--- config.mk ---
export PLATFORM = sky130hd
export DESIGN_NAME = spi_flash_ctrl
export DESIGN_NICKNAME = d
export VERILOG_FILES = /design/src/rtl/sfc_pkg.sv /design/src/rtl/sfc_fifo.sv /design/src/rtl/sfc_shift.sv /design/src/rtl/sfc_seq.sv /design/src/rtl/spi_flash_ctrl.sv
export SDC_FILE = /design/constraint.sdc
export NUM_CORES = 1
export LEC_CHECK = 0
export CAP_MARGIN = 10
export CORE_MARGIN = 3
export CORE_UTILIZATION = 58
export CTS_CLUSTER_DIAMETER = 100
export DETAILED_ROUTE_END_ITERATION = 8
export DONT_BUFFER_PORTS = 1
export PLACE_DENSITY = 0.74
export SLEW_MARGIN = 10
export SYNTH_ARGS = -nofsm -noshare
export SYNTH_HDL_FRONTEND = slang
export SYNTH_SLANG_ARGS = --single-unit
--- constraint.sdc ---
create_clock -name clk -period 6.6 [get_ports clk]
set_clock_uncertainty 0.15 [all_clocks]
set_input_delay 0.99 -clock clk [delete_from_list [all_inputs] [get_ports clk]]
set_output_delay 0.99 -clock clk [all_outputs]
set_load 0.01 [all_outputs]
--- src/rtl/sfc_pkg.sv ---
package sfc_pkg;
  localparam logic [5:0] ADR_CTRL  = 6'h00;
  localparam logic [5:0] ADR_CONF  = 6'h04;
  localparam logic [5:0] ADR_DOUT  = 6'h08;
  localparam logic [5:0] ADR_DIN   = 6'h0C;
  localparam logic [5:0] ADR_INSTR = 6'h10;
  localparam logic [5:0] ADR_ADDR  = 6'h14;
  localparam logic [5:0] ADR_HDR   = 6'h1C;
  localparam logic [5:0] ADR_DCNT  = 6'h20;

  localparam int MAX_HDR_BYTES = 4;

  // header byte counts saturate at the register width in bytes
  function automatic logic [2:0] clamp_cnt(input logic [3:0] n);
    return (n > 4'(MAX_HDR_BYTES)) ? 3'(MAX_HDR_BYTES) : n[2:0];
  endfunction
endpackage

--- src/rtl/sfc_fifo.sv ---
module sfc_fifo #(
  parameter int W     = 8,
  parameter int DEPTH = 8
) (
  input  logic         clk,
  input  logic         rst_n,
  input  logic         clr,
  input  logic         push,
  input  logic [W-1:0] din,
  input  logic         pop,
  output logic [W-1:0] dout,
  output logic         empty,
  output logic         full
);
  localparam int AW = $clog2(DEPTH);

  logic [W-1:0] mem [DEPTH];
  logic [AW:0]  wp_q, wp_d, rp_q, rp_d;

  always_comb begin
    wp_d = wp_q + {{AW{1'b0}}, push};
    rp_d = rp_q + {{AW{1'b0}}, pop};
    if (clr) begin
      wp_d = '0;
      rp_d = '0;
    end
  end

  always_ff @(posedge clk or negedge rst_n) begin
    if (!rst_n) begin
      wp_q <= '0;
      rp_q <= '0;
    end else begin
      wp_q <= wp_d;
      rp_q <= rp_d;
    end
  end

  always_ff @(posedge clk) begin
    if (push && !clr) mem[wp_q[AW-1:0]] <= din;
  end

  assign dout  = mem[rp_q[AW-1:0]];
  assign empty = (wp_q == rp_q);
  assign full  = (wp_q[AW] != rp_q[AW]) && (wp_q[AW-1:0] == rp_q[AW-1:0]);

  AST_FIFO_NO_OVERFLOW:  assert property (@(posedge clk) disable iff (!rst_n) push |-> !full);
  AST_FIFO_NO_UNDERFLOW: assert property (@(posedge clk) disable iff (!rst_n) pop |-> !empty);
endmodule

--- src/rtl/sfc_shift.sv ---
module sfc_shift (
  input  logic       clk,
  input  logic       rst_n,
  input  logic       start,
  input  logic [7:0] din,
  input  logic       miso,
  output logic       busy,
  output logic       done,
  output logic [7:0] dout,
  output logic       sclk,
  output logic       mosi
);
  logic [7:0] sh_q, sh_d;
  logic       busy_q, busy_d, ph_q, ph_d, done_q, done_d;
  logic [2:0] bc_q, bc_d;

  always_comb begin
    sh_d   = sh_q;
    busy_d = busy_q;
    ph_d   = ph_q;
    bc_d   = bc_q;
    done_d = 1'b0;
    if (!busy_q) begin
      if (start) begin
        sh_d   = din;
        busy_d = 1'b1;
        ph_d   = 1'b0;
        bc_d   = '0;
      end
    end else if (!ph_q) begin
      ph_d = 1'b1;
    end else begin
      ph_d = 1'b0;
      sh_d = {sh_q[6:0], miso};
      bc_d = bc_q + 3'd1;
      if (bc_q == 3'd7) begin
        busy_d = 1'b0;
        done_d = 1'b1;
      end
    end
  end

  always_ff @(posedge clk or negedge rst_n) begin
    if (!rst_n) begin
      sh_q   <= '0;
      busy_q <= 1'b0;
      ph_q   <= 1'b0;
      bc_q   <= '0;
      done_q <= 1'b0;
    end else begin
      sh_q   <= sh_d;
      busy_q <= busy_d;
      ph_q   <= ph_d;
      bc_q   <= bc_d;
      done_q <= done_d;
    end
  end

  assign busy = busy_q;
  assign done = done_q;
  assign dout = sh_q;
  assign sclk = busy_q & ph_q;
  assign mosi = busy_q & sh_q[7];

  AST_MOSI_HOLD_HIGH: assert property (@(posedge clk) disable iff (!rst_n) sclk |-> $stable(mosi));
  AST_LAUNCH_FREE:    assert property (@(posedge clk) disable iff (!rst_n) start |-> !busy_q);
endmodule

--- src/rtl/sfc_seq.sv ---
module sfc_seq import sfc_pkg::*; #(
  parameter int CNT_W = 16
) (
  input  logic             clk,
  input  logic             rst_n,
  input  logic             start_wr,
  input  logic             stop_wr,
  input  logic             dir_wr,
  input  logic [3:0]       icnt,
  input  logic [3:0]       acnt,
  input  logic [31:0]      instr,
  input  logic [31:0]      addr,
  input  logic [CNT_W-1:0] dcnt,
  input  logic             tx_empty,
  input  logic [7:0]       tx_data,
  input  logic             rx_full,
  input  logic             eng_busy,
  input  logic             eng_done,
  output logic             launch,
  output logic [7:0]       launch_byte,
  output logic             tx_pop,
  output logic             rx_push,
  output logic             active,
  output logic             stop_pend
);
  logic             act_q, act_d, stp_q, stp_d, open_q, open_d, dat_q, dat_d;
  logic [2:0]       ic_q, ic_d, ac_q, ac_d, ism, asm_;
  logic [CNT_W-1:0] rem_q, rem_d;
  logic             eng_free;

  assign eng_free = !eng_busy && !eng_done;
  assign ism  = ic_q - 3'd1;
  assign asm_ = ac_q - 3'd1;

  always_comb begin
    act_d = act_q; stp_d = stp_q; open_d = open_q; dat_d = dat_q;
    ic_d = ic_q; ac_d = ac_q; rem_d = rem_q;
    launch = 1'b0; launch_byte = 8'h00; tx_pop = 1'b0;
    if (act_q && eng_free) begin
      if (ic_q != 3'd0) begin
        launch = 1'b1; dat_d = 1'b0; ic_d = ism;
        launch_byte = 8'(instr >> {ism[1:0], 3'b000});
      end else if (ac_q != 3'd0) begin
        launch = 1'b1; dat_d = 1'b0; ac_d = asm_;
        launch_byte = 8'(addr >> {asm_[1:0], 3'b000});
      end else if (stp_q && tx_empty) begin
        act_d = 1'b0; stp_d = 1'b0;
      end else if (dir_wr) begin
        if (!tx_empty) begin
          launch = 1'b1; dat_d = 1'b1; tx_pop = 1'b1;
          launch_byte = tx_data;
        end
      end else if ((open_q || rem_q != '0) && !rx_full) begin
        launch = 1'b1; dat_d = 1'b1;
        if (!open_q) rem_d = rem_q - 1'b1;
      end
    end
    if (start_wr && !act_q) begin
      act_d = 1'b1; stp_d = 1'b0; dat_d = 1'b0;
      ic_d = clamp_cnt(icnt); ac_d = clamp_cnt(acnt);
      rem_d = dcnt; open_d = (dcnt == '0);
    end
    if (stop_wr && act_q && act_d) stp_d = 1'b1;
  end

  always_ff @(posedge clk or negedge rst_n) begin
    if (!rst_n) begin
      act_q <= 1'b0; stp_q <= 1'b0; open_q <= 1'b0; dat_q <= 1'b0;
      ic_q <= '0; ac_q <= '0; rem_q <= '0;
    end else begin
      act_q <= act_d; stp_q <= stp_d; open_q <= open_d; dat_q <= dat_d;
      ic_q <= ic_d; ac_q <= ac_d; rem_q <= rem_d;
    end
  end

  assign rx_push   = eng_done && dat_q && !dir_wr;
  assign active    = act_q;
  assign stop_pend = stp_q;

  AST_END_AFTER_STOP: assert property (@(posedge clk) disable iff (!rst_n)
    $fell(act_q) |-> $past(stp_q) && $past(tx_empty) && !eng_busy);
  AST_NO_LAUNCH_IDLE: assert property (@(posedge clk) disable iff (!rst_n)
    !act_q |-> !launch);
endmodule

--- src/rtl/spi_flash_ctrl.sv ---
module spi_flash_ctrl import sfc_pkg::*; #(
  parameter int FIFO_DEPTH = 8,
  parameter int CNT_W      = 16
) (
  input  logic        clk,
  input  logic        rst_n,
  input  logic        bus_en,
  input  logic        bus_we,
  input  logic [5:0]  bus_addr,
  input  logic [31:0] bus_wdata,
  output logic [31:0] bus_rdata,
  output logic        spi_cs_n,
  output logic        spi_sclk,
  output logic        spi_mosi,
  input  logic        spi_miso
);
  logic [1:0] rs_q;
  logic       rst_i;

  always_ff @(posedge clk or negedge rst_n) begin
    if (!rst_n) rs_q <= 2'b00;
    else        rs_q <= {rs_q[0], 1'b1};
  end
  assign rst_i = rs_q[1];

  logic             cs_en_q, cs_en_d, cs_d_q, dir_q, dir_d, flush_q, flush_d;
  logic [31:0]      instr_q, instr_d, addr_q, addr_d;
  logic [7:0]       hdr_q, hdr_d;
  logic [CNT_W-1:0] dcnt_q, dcnt_d;
  logic             wr, rd, wr_conf, start_wr, stop_wr;
  logic             tx_push, tx_pop, tx_empty, tx_full, rx_push, rx_pop, rx_empty, rx_full;
  logic [7:0]       tx_data, rx_data, eng_byte, launch_byte;
  logic             launch, eng_busy, eng_done, active, stop_pend, ready;

  assign wr       = bus_en && bus_we;
  assign rd       = bus_en && !bus_we;
  assign wr_conf  = wr && (bus_addr == ADR_CONF);
  assign start_wr = wr_conf && bus_wdata[15];
  assign stop_wr  = wr_conf && bus_wdata[14];
  assign tx_push  = wr && (bus_addr == ADR_DOUT) && !tx_full;
  assign rx_pop   = rd && (bus_addr == ADR_DIN) && !rx_empty;

  always_comb begin
    cs_en_d = cs_en_q; dir_d = dir_q; flush_d = 1'b0;
    instr_d = instr_q; addr_d = addr_q; hdr_d = hdr_q; dcnt_d = dcnt_q;
    if (wr) begin
      case (bus_addr)
        ADR_CTRL:  cs_en_d = bus_wdata[0];
        ADR_CONF: begin
          if (!active) dir_d = bus_wdata[13];
          flush_d = bus_wdata[9];
        end
        ADR_INSTR: instr_d = bus_wdata;
        ADR_ADDR:  addr_d  = bus_wdata;
        ADR_HDR:   hdr_d   = bus_wdata[7:0];
        ADR_DCNT:  dcnt_d  = bus_wdata[CNT_W-1:0];
        default: ;
      endcase
    end
  end

  always_ff @(posedge clk or negedge rst_i) begin
    if (!rst_i) begin
      cs_en_q <= 1'b0; cs_d_q <= 1'b0; dir_q <= 1'b0; flush_q <= 1'b0;
      instr_q <= '0; addr_q <= '0; hdr_q <= '0; dcnt_q <= '0;
    end else begin
      cs_en_q <= cs_en_d; cs_d_q <= cs_en_q; dir_q <= dir_d; flush_q <= flush_d;
      instr_q <= instr_d; addr_q <= addr_d; hdr_q <= hdr_d; dcnt_q <= dcnt_d;
    end
  end

  assign ready = (cs_d_q == cs_en_q) && !eng_busy && !eng_done && !launch;

  always_comb begin
    case (bus_addr)
      ADR_CTRL:  bus_rdata = {24'h0, tx_full, tx_empty, 1'b0, rx_empty, 2'b00, ready, cs_en_q};
      ADR_CONF:  bus_rdata = {16'h0, active, stop_pend, dir_q, 3'b000, flush_q, 9'h000};
      ADR_DIN:   bus_rdata = {24'h0, rx_empty ? 8'h00 : rx_data};
      ADR_INSTR: bus_rdata = instr_q;
      ADR_ADDR:  bus_rdata = addr_q;
      ADR_HDR:   bus_rdata = {24'h0, hdr_q};
      ADR_DCNT:  bus_rdata = 32'(dcnt_q);
      default:   bus_rdata = 32'h0;
    endcase
  end

  sfc_fifo #(.W(8), .DEPTH(FIFO_DEPTH)) u_txq (
    .clk(clk), .rst_n(rst_i), .clr(flush_q), .push(tx_push), .din(bus_wdata[7:0]),
    .pop(tx_pop), .dout(tx_data), .empty(tx_empty), .full(tx_full));

  sfc_fifo #(.W(8), .DEPTH(FIFO_DEPTH)) u_rxq (
    .clk(clk), .rst_n(rst_i), .clr(flush_q), .push(rx_push), .din(eng_byte),
    .pop(rx_pop), .dout(rx_data), .empty(rx_empty), .full(rx_full));

  sfc_seq #(.CNT_W(CNT_W)) u_seq (
    .clk(clk), .rst_n(rst_i), .start_wr(start_wr), .stop_wr(stop_wr), .dir_wr(dir_q),
    .icnt(hdr_q[3:0]), .acnt(hdr_q[7:4]), .instr(instr_q), .addr(addr_q), .dcnt(dcnt_q),
    .tx_empty(tx_empty), .tx_data(tx_data), .rx_full(rx_full),
    .eng_busy(eng_busy), .eng_done(eng_done), .launch(launch), .launch_byte(launch_byte),
    .tx_pop(tx_pop), .rx_push(rx_push), .active(active), .stop_pend(stop_pend));

  sfc_shift u_shift (
    .clk(clk), .rst_n(rst_i), .start(launch), .din(launch_byte), .miso(spi_miso),
    .busy(eng_busy), .done(eng_done), .dout(eng_byte), .sclk(spi_sclk), .mosi(spi_mosi));

  assign spi_cs_n = !cs_en_q;

  AST_FLUSH_EMPTIES: assert property (@(posedge clk) disable iff (!rst_i)
    $past(flush_q) |-> rx_empty && tx_empty);
  AST_READY_AFTER_CS: assert property (@(posedge clk) disable iff (!rst_i)
    (cs_en_q != $past(cs_en_q)) |-> !ready);
  AST_QUIET_WHEN_IDLE: assert property (@(posedge clk) disable iff (!rst_i)
    !active |-> !spi_sclk);
endmodule

== Word-level counts from Yosys, hierarchy flattened ==
Memories as Yosys holds them, arrays and structs flattened.
Cells that the tools add are included.
Storage, ports and cells
  bits in registers: 150
  word-level logic and storage cells: 211
  output and inout port bits: 35
  bits in writable memories: 128
  memories kept: 2
  latch bits: 0
  bits in read-only memories: 0
Memory list
  u_rxq.mem: depth 8, bits a word 8, read ports 1, clocked after memory_dff 0, write ports 1, line sfc_fifo.sv:17  | logic [W-1:0] mem [DEPTH];
  u_txq.mem: depth 8, bits a word 8, read ports 1, clocked after memory_dff 0, write ports 1, line sfc_fifo.sv:17
Cells by class
  reductions and logical operators: 62
  mux-type cells: 82
  multiply operators: 0
  equal/unequal tests: 25
  magnitude comparators: 2
  shifts and indexed selects: 2
  add/sub/neg operators: 8
  bitwise logic cells: 3
  divide/modulo/power cells: 0
Operators with widths (count)
  one-hot mux 32 bit (7 select lines): 1
  2-to-1 mux 16 bit: 8
  2-to-1 mux 8 bit: 10
  right shift 32 x 5 -> 8 bit: 2
  2-to-1 mux 1 bit: 47
  2-to-1 mux 3 bit: 12
  logical AND 1 bit: 25
  == test 6 x 5 -> 1 bit, second input constant: 3
  adder 4 x 1 -> 4 bit: 4
  zero test 16 bit: 1
  2-to-1 mux 4 bit: 4
  nonzero test 16 bit: 1
  subtractor 16 x 1 -> 16 bit, second input constant: 1
  AND reduction 2 bit: 7
  == test 6 x 4 -> 1 bit, second input constant: 2
  nonzero test 3 bit: 4
  zero test 1 bit: 11
  inequality test 2 bit, second input constant: 5
  nonzero test 2 bit: 5
  == test 4 bit: 2
  greater-than comparator 4 x 3 -> 1 bit, second input constant: 2
  AND reduction 4 bit: 2
  AND reduction 7 bit: 1
  == test 3 bit: 2
  other kinds (17): 22

== Longest topological paths before layout ==
  word-level depth: 13
  gate-level depth with buffers: 12
  mapped depth without buffers: 8

== By module ==
A second synthesis with hierarchy kept.
Unflattened totals
  cells, all modules: 894
  area total of the unflattened synthesis: 13140.1 µm²
Modules (own cells, without submodules)
  spi_flash_ctrl: sequential area each 2352.3 µm², cells each 310, area each 4281.6 µm², times used 1
  sfc_fifo at u_rxq: sequential area each 2122.0 µm², cells each 142, area each 2942.8 µm², times used 1
  sfc_fifo at u_txq: sequential area each 2122.0 µm², cells each 142, area each 2941.6 µm², times used 1
  sfc_seq: sequential area each 650.6 µm², cells each 242, area each 2207.1 µm², times used 1
  sfc_shift: sequential area each 350.3 µm², cells each 58, area each 767.0 µm², times used 1

== Least setup slack after synthesis ==
Ideal clock, no wire load.
  path kind: input port to output port
  start point: input bus_addr[2]
  end point: output bus_rdata[6]
  arrival: 2.590 ns
  data required time: 5.460 ns
  path slack: 2.870 ns
  cell stages on the path: 6
  cell sequence: or4_4 nor3b_2 buf_2 a22oi_1 o211a_1 o21ai_0
On the way
  longest elaborated chain between the ends: 2
Ends and longest elaborated chain
  start, declared: line spi_flash_ctrl.sv:9  | input logic [5:0] bus_addr,
  == test 6 bit, or another cell as far along: line spi_flash_ctrl.sv:75  | case (bus_addr)
  one-hot mux 32 bit (7 select lines) *: line spi_flash_ctrl.sv:75
  end, declared: line spi_flash_ctrl.sv:11  | output logic [31:0] bus_rdata,
Mark *: on every way between the ends. The rest lies on a longest branch, timed or not.

== Worst setup path in the final report ==
  start point: register u_seq.ac_q[0]
  end point: output bus_rdata[1]
On the way
  longest elaborated chain between the ends: 7
Ends and longest elaborated chain
  start, declared: line sfc_seq.sv:27  | logic [2:0] ic_q, ic_d, ac_q, ac_d, ism, asm_;
  start signal, assigned: line sfc_seq.sv:69  | ic_q <= '0; ac_q <= '0; rem_q <= '0;
  start signal, assigned: line sfc_seq.sv:72  | ic_q <= ic_d; ac_q <= ac_d; rem_q <= rem_d;
  nonzero test 3 bit: line sfc_seq.sv:43  | end else if (ac_q != 3'd0) begin
  2-to-1 mux 1 bit: line sfc_seq.sv:43
  2-to-1 mux 1 bit: line sfc_seq.sv:40  | if (ic_q != 3'd0) begin
  2-to-1 mux 1 bit: line sfc_seq.sv:39  | if (act_q && eng_free) begin
  zero test 1 bit: line spi_flash_ctrl.sv:72  | assign ready = (cs_d_q == cs_en_q) && !eng_busy && !eng_done && !launch;
  logical AND 1 bit: line spi_flash_ctrl.sv:72
  one-hot mux 32 bit (7 select lines): line spi_flash_ctrl.sv:75
Every way passes these cells.

==> results.yml <==
timing:
  hold_viol: 0
  min_period_ns: 4.41
  slew_violations: 0
  worst_pin_slew_ns: 1.20
  finalSetupViolCount: 0
  rsz0062_at_grt: "no"
  finalSetupTns_ns: 0
  fin_crit_sh: 0.667
  max_freq_mhz: 227
  relSlewSlack: 0.197
  layout_setup_ws_ns: 2.19
routing:
  antenna_left: 0
  drt-initial-drc-count: 906
  routedWlPerCell_microns: 27.1
  drtPass1Iterations: 6
  num_vias: 8203
  finalWirelength_microns: 32500
  drt_drc_violations_left: 0
  vias_per_cell: 6.84
logic_synthesis:
  yosys_most_used_dff: "dfrtp_1"
  avgSynthCellArea_sq_um: 14.1
  synth_seq_area_share: 0.593
  synth.distinct_cells: 66
  syn_nets: 967
  ys.warnings.count: 0
  syn-instance-count: 908
  synthArstFlopShare: 0.540
  syn_area_sq_mm: 0.0128
  ys_seq_elements: 278
  synth_edf_count: 128
final_layout:
  area_growth_pct: 9.59
  layout.nets: 961
  antenna_cells: 0
  fill_cells: 1512
  layout-drive-gt1-share: 0.234
  final_common_cell: "dfrtp_1"
  layout.cells.most_common_list: "dfrtp_1 (149), edfxtp_1 (128), mux2_2 (88)"
global_routing:
  overflow: 0
  grt_max_degree: 73
  grt_pass1_wl_microns: 50300
  grt_usage: 0.275
  grt_pass1_vias: 8395
  antenna_found_initial: 0
critical_path:
  required_ns: 5.46
  crit_buf_inv: 1
  critPathArrivalTime_ns: 3.27
  critPathKind: "register to output pin"
  cp-end-kind: "output pin"
  r2r-start: "u_seq.ac_q[0]"
  slowest_delay_ns: 0.74
  critPathLaunchType: "register"
  worstReg2RegEnd: "u_seq.rem_q[12]"
  reg2reg_depth: 8
  cp_cell_sequence: "inv_1, ha_1, nand4bb_1, or2_2, o221ai_1, a211o_1"
  cpLargestDelayFamily: "simple AND/OR/NAND/NOR gates"
  worst-r2r-setup-slack_ns: 2.96
  path_max_fanout: 18
  crit_slowest_cell: "dfrtp_1"
place:
  place.port_buffers: 0
  gp_congestion: 0.945
  hpwl_microns: 22600
  place_ws_ns: 2.73
clock_tree:
  worstSkewPairLatency_ns: 0.54
  numCtsBuffers: 29
  cts.sinks: 278
  cts_setup_buffers: 0
  cts.clk_slew.worst_paths_ns: 0.06
  root_buffer: "clkbuf_16"
  h-tree-depth: 1
  tritoncts: "built"
  clock_path_buffers: 3
flow_run:
  maxCapViolations: 0
worst_hold_path:
  hold_class: "register to async pin"
die:
  ioPinCount: 78
  initial_utilization: 0.600
  die_width_microns: 155
  die_area_sq_mm: 0.0239
  core_area_sq_mm: 0.0214
  die_y_microns: 155
  rows: 53
status:
  outcome: "complete, no violations"
power:
  power.leakage_uw: 0.00566
  power_density_mw_per_mm2: 270
  irDropWorstVdd_v: 0.000244
[cells in the mapped netlist, types with 17 or more instances]
cell	n	share of area
edfxtp_1	128	0.30
mux2i_1	37	0.029
mux2_2	88	0.077
dfrtp_1	150	0.29
nand2_1	40	0.012
nor2_1	56	0.016
a22o_1	33	0.023
nor3_1	19	0.0074
inv_1	18	0.0053
o21ai_0	20	0.0078
mux4_2	34	0.060
a22oi_1	32	0.019
nand3_1	18	0.0070
clkbuf_1	17	0.0050
[registers in the layout, indices dropped and copies added, names as in the netlist, 2 cells and up]
register / flops
hdr_q: 8
u_rxq.wp_q: 4
addr_q: 32
u_txq.mem: 64
u_seq.rem_q: 16
u_seq.ac_q: 3
dcnt_q: 16
u_seq.ic_q: 3
u_shift.bc_q: 3
instr_q: 32
u_shift.dout: 8
u_txq.rp_q: 4
u_rxq.mem: 64
u_rxq.rp_q: 4
u_txq.wp_q: 4
rs_q: 2
[metal layers]
metal	share of wire	wire, microns	vias to the layer above	global-route usage
met5	0.0018	60	-	0.0207
met4	0.022	724	2	0.0648
met3	0.11	3650	57	0.0937
met2	0.46	14900	425	0.412
met1	0.41	13200	4229	0.392
li1	-	-	3490	-
[worst max-delay path by stage]
stage	startpoint	to	slack, ns	cells after the start
5_1_grt	u_txq.rp_q[1]	bus_rdata[1]	2.03	5
2_1_floorplan	rs_q[1]	addr_q[0]	1.96	0
3_3_place_gp	bus_addr[3]	bus_rdata[14]	2.84	4
4_1_cts	u_seq.ac_q[0]	bus_rdata[1]	2.25	6
3_5_place_dp	u_txq.rp_q[1]	u_txq.mem[0][2]	2.73	5
6_report	u_seq.ac_q[0]	bus_rdata[1]	2.19	6
[final cells by class]
type	instances	area, sq um	share of cell area
Clock buffer	42	865	0.0616
Clock inverter	11	136	0.00971
Inverter	18	67.6	0.00481
Multi-Input combinational cell	564	4940	0.352
Sequential cell	278	7600	0.541
Tap cell	275	344	0.0245
Timing Repair Buffer	11	90.1	0.00642
[report_power, final]
group	total (uW)	internal, uW	switching (uW)
clock	1680	1020	661
sequential	1940	1870	76.8
combinational	160	84.3	75.2
[cell families after synthesis]
logic type,share of synthesized area
adder cells (fa/ha/maj),0.0156
AO/OA/AOI/OAI,0.0885
XOR/XNOR,0.0130
flip-flops,0.593
AND/OR/NAND/NOR,0.0887
other,0.000293
buffers and inverters,0.0232
multiplexers,0.178
[what timing repair did]
action                                  CTS  global route
hold buffers                              1             0
endpoints found under the hold margin     2             0
endpoints found under the setup margin    0             0
resized for setup                         0             0
[stage by stage]
| step | instance area [sq um] | hold slack [ns] | power, uW | utilization | std cells |
|---|---|---|---|---|---|
| floorplan | 12800 | 0.181 | 2060 | - | 908 |
| global placement | 13000 | 0.0369 | 2120 | 0.609 | 1143 |
| detailed placement | 13000 | 0.0388 | 2130 | 0.609 | 1143 |
| CTS | 14000 | 0.0436 | 3790 | 0.656 | 1197 |
| global route | 14000 | 0.0581 | 3890 | 0.658 | 1199 |
| finish | 14000 | 0.0378 | 3780 | 0.658 | 1199 |
Note: power is estimated with default switching activity, not from simulation.
